==> config.mk <==
export PLATFORM = sky130hd
export DESIGN_NAME = tmr_irq_flags
export DESIGN_NICKNAME = d
export VERILOG_FILES = /design/src/rtl/tmr_irq_flags.sv
export SDC_FILE = /design/constraint.sdc
export NUM_CORES = 1
export LEC_CHECK = 0
export BUFFER_PORTS_ARGS = -buffer_cell sky130_fd_sc_hd__buf_4
export CORE_ASPECT_RATIO = 1.5
export CORE_MARGIN = 2
export CORE_UTILIZATION = 29
export DETAILED_ROUTE_END_ITERATION = 10
export GPL_ROUTABILITY_DRIVEN = 1
export PLACE_DENSITY = 0.74
export SKIP_LAST_GASP = 1
export SYNTH_ARGS = -nofsm -noshare
export SYNTH_HDL_FRONTEND = slang
export SYNTH_SLANG_ARGS = --single-unit
==> constraint.sdc <==
create_clock -name clk_i -period 0.8 [get_ports clk_i]
set_input_delay 0.12 -clock clk_i [delete_from_list [all_inputs] [get_ports clk_i]]
set_output_delay 0.12 -clock clk_i [all_outputs]
set_load 0.02 [all_outputs]
==> src/rtl/tmr_irq_flags.sv <==
module tmr_irq_flags #(
  parameter int CNT_W = 8
) (
  input  logic             clk_i,
  input  logic             rst_ni,
  input  logic             tick_i,
  input  logic [CNT_W-1:0] count_i,
  input  logic [CNT_W-1:0] cmp_a_i,
  input  logic [CNT_W-1:0] cmp_b_i,
  input  logic [CNT_W-1:0] cap_top_i,
  input  logic             cap_evt_i,
  input  logic             top_is_cap_i,
  input  logic             ovf_i,
  input  logic             force_a_i,
  input  logic             force_b_i,
  input  logic [3:0]       ack_i,
  input  logic             wr_en_i,
  input  logic [7:0]       wr_data_i,
  input  logic [3:0]       irq_en_i,
  output logic [7:0]       status_o,
  output logic [3:0]       irq_o
);
  localparam int BIT_CAP = 5;
  localparam int BIT_B   = 2;
  localparam int BIT_A   = 1;
  localparam int BIT_OVF = 0;

  logic [3:0] flags_q, flag_set, flag_clr;
  logic       hit_a_q, hit_b_q;
  logic       cap_cond;
  logic       unused_force;

  assign unused_force = force_a_i | force_b_i;

  always_ff @(posedge clk_i) begin
    if (!rst_ni) begin
      hit_a_q <= 1'b0;
      hit_b_q <= 1'b0;
    end else if (tick_i) begin
      hit_a_q <= (count_i == cmp_a_i);
      hit_b_q <= (count_i == cmp_b_i);
    end
  end

  assign cap_cond = top_is_cap_i ? (count_i == cap_top_i) : cap_evt_i;

  assign flag_set = {4{tick_i}} & {cap_cond, hit_b_q, hit_a_q, ovf_i};

  assign flag_clr = ack_i | ({4{wr_en_i}} &
                    {wr_data_i[BIT_CAP], wr_data_i[BIT_B], wr_data_i[BIT_A], wr_data_i[BIT_OVF]});

  always_ff @(posedge clk_i) begin
    if (!rst_ni) flags_q <= '0;
    else         flags_q <= (flags_q & ~flag_clr) | flag_set;
  end

  always_comb begin
    status_o          = '0;
    status_o[BIT_CAP] = flags_q[3];
    status_o[BIT_B]   = flags_q[2];
    status_o[BIT_A]   = flags_q[1];
    status_o[BIT_OVF] = flags_q[0];
  end

  assign irq_o = flags_q & irq_en_i;
endmodule

==> Word level (Yosys, flattened, before mapping) <==
Index checks and enable logic that the tools add are counted.
{ "totals": {"ff_bits": 6, "out_inout_bits": 12, "elab_cells": 14} }
{ "op_classes": {"eq_ne": 3, "muxes": 1, "bitwise_logic": 7} }
{ "ops": {"columns": ["cell", "n"], "rows": [
  ["$eq 8x8->1", 3],
  ["$and 4x4->4", 4],
  ["$or 4x4->4", 2],
  ["$not 4->4", 1],
  ["$mux 1", 1]
]} }

==> Logic depth before layout (Yosys ltp) <==
{ "depth": {"depth_word": 5, "mapped_depth": 3, "ltp_nobuf": 3} }

==> Worst setup path after synthesis <==
OpenSTA, ideal clock, no wires.
{ "synth_timing": {"kind": "register to output", "start": "reg flags_q[1]", "end": "out irq_o[1]", "t_arrival_ns": 0.698, "required_time_ns": 0.680, "slack_ns": -0.018, "path_stages_with_launch": 2, "cell_sequence": "dfxtp_1 > and2_1"} }
{ "synth_via": {"elab_chain_cells": 1} }
{ "synth_lines": {"columns": ["element", "line_no", "text"], "rows": [
  ["start: declaration", "28", "logic [3:0] flags_q, flag_set, flag_clr;"],
  ["start signal: assignment", "54", "else flags_q <= (flags_q & ~flag_clr) | flag_set;"],
  ["$and 4x4->4", "65", "assign irq_o = flags_q & irq_en_i;"],
  ["end: declaration", "21", "output logic [3:0] irq_o"]
]} }
Every way passes these cells.

==> Worst setup path after layout <==
Same ends and word-level chain as after synthesis.

==> flow_summary.toml <==
[sta]
fmaxAchievable_mhz = 1060
fin_worst_skew_ns = 0.00397
setup_ws_ns = -0.142
whs_ns = 0.143
setup_viol = 8
tns_ns = -0.878
hold_viol = 0
final_max_slew_viol_count = 0
min_period_ns = 0.942
finalCritPeriodShare = 1.18
rsz0062_at_grt = "true"

[floorplan]
io_pins = 69
core_area_um2 = 1830
initial_core_util = 0.311
die_area_um2 = 2340
die_y_um = 58.3
rows = 19
fp.dieW_um = 40.2

[route]
vias_per_cell = 4.64
vias = 728
dr.pass1.iters = 2
wire_per_inst_um = 10.8
ant_nets = 0
drc = 0
routed_wl_mm = 1.69
drt-initial-drc-count = 5

[clocking]
root_buffer = "clkbuf_4"
insertion_delay_ns = 0.24
numCtsBuffers = 3
hold_buffers = 0
clock-sinks = 6
clk_pin_slew_ns = 0.04
cts_tree = "built"
htree_levels = 1
clockBufferDepth = 2

[setup_path]
critPathLaunchType = "flip-flop"
crit_path_end_kind = "output pin"
path_max_fanout = 2
arrival_ns = 0.82
required_ns = 0.68
crit_type = "reg -> out"

[placement]
place_congestion = 0.640
hpwl_mm = 1.53
portBuffers = 58

[global_route]
antenna_found_initial = 0
grt_first_pass_wirelength_mm = 2.44
grt_max_degree = 8
grt_overflow = 0
grt_pass1_vias = 656
track_usage = 0.159

[power_and_ir_drop]
p_leak_uw = 0.000514
pwr_density_cell_nw_per_um2 = 908
ir_drop_mv = 0.615
finalPower_uw = 1030

[logic_synthesis]
yosysSeqAreaShare = 0.211
synth_seq_cells = 6
synthTopCellsByArea = "xnor2_1 (37%), dfxtp_1 (21%), nand2_1 (5.9%)"
avgSynthCellArea_um2 = 8.13
yosysUniqueCellTypes = 15
syn-cell-area_um2 = 569
yosys_warnings = 0
syn-instance-count = 70
synth_top_area_share = 0.369
yosysTopAreaCell = "xnor2_1"

[cells_and_area]
layout.nets = 195
final_cell_mix = "buf_4 (54), xnor2_1 (24), buf_6 (10)"
diodes = 0
areaGrowthSynthToFinish_pct = 98.9
drive_above_1_share = 0.551
layout_commonest_cell = "buf_4"

[run]
max_cap_viol_count = 0

[run_status]
violations = "negative setup slack"
status = "finished, violations left"

[min_path]
hp-class = "in -> reg"
==> metal layers <==
layer | vias up | global-route usage | part of all wire
met5 | - | 0 | 0
met2 | 54 | 0.302 | 0.54
li1 | 365 | - | -
met3 | 4 | 0.0421 | 0.12
met1 | 305 | 0.126 | 0.32
met4 | 0 | 0.100 | 0.018
==> logic make-up (layout without fill, tap and decap cells) <==
| group | after synthesis | in the layout | synth area share |
|---|---|---|---|
| simple gates | 27 | 27 | 0.259 |
| compound gates | 7 | 7 | 0.0945 |
| flops | 6 | 6 | 0.211 |
| other cells | 1 | 4 | 0.00659 |
| xor+xnor | 24 | 24 | 0.369 |
| buf+inv | 5 | 68 | 0.0593 |
==> where the power goes <==
group | switching [uW] | internal, uW
sequential | 3.19 | 306
combinational | 163 | 283
clock | 104 | 169
total | 270 | 758
==> critical path, stage by stage, from the launching register on <==
cell     delay (ns)
dfxtp_2        0.33
and2_4         0.14
buf_6          0.11
==> worst paths after layout <==
path	startpoint	to	slack, ns	cells after the start
hold / removal	ovf_i	flags_q[0]$_SDFF_PN0_	0.14	3
setup / recovery	flags_q[1]$_SDFF_PN0_	irq_o[1]	-0.14	2
setup reg to reg	flags_q[1]$_SDFF_PN0_	flags_q[1]$_SDFF_PN0_	0.07	3
hold reg to reg	hit_a_q$_SDFFE_PN0P_	hit_a_q$_SDFFE_PN0P_	0.45	2
==> cells in the mapped netlist (all sizes together) <==
cell,count
a21boi,3
a41oi,1
and2,4
and4b,1
buf,4
conb,1
dfxtp,6
inv,1
nand2,9
nand3,5
nand3b,3
nand4,4
nor2b,1
o31ai,3
xnor2,24
==> flip-flops by register name, summed over array words and instances (netlist names) <==
signal and cells:
flags_q 4, hit_a_q 1, hit_b_q 1
==> stage by stage <==
| step | setup slack [ns] | area [um^2] | util | instances |
|---|---|---|---|---|
| after detailed placement | -0.0885 | 1040 | 0.568 | 151 |
| final | -0.142 | 1130 | 0.619 | 157 |
| after global placement | -0.0233 | 1040 | 0.568 | 151 |
| after floorplan | 0.00896 | 586 | - | 73 |
| after global routing | -0.174 | 1130 | 0.619 | 157 |
| after CTS | -0.145 | 1130 | 0.617 | 157 |
==> area by class of cell <==
cell class | count | area, um^2
fillers | 181 | 698
repair buffers | 64 | 518
multi-input cells | 62 | 437
flip-flops and latches | 6 | 125
well taps | 21 | 26.3
clock buffers | 3 | 22.5
inverters | 1 | 3.75
==> timing repair <==
item / CTS / global route
setup buffers: 3 / 0
resized for setup: 17 / 1
pin swaps: 1 / 1
endpoints found under the setup margin: 8 / 8
Note: power is estimated with default switching activity, not from simulation.
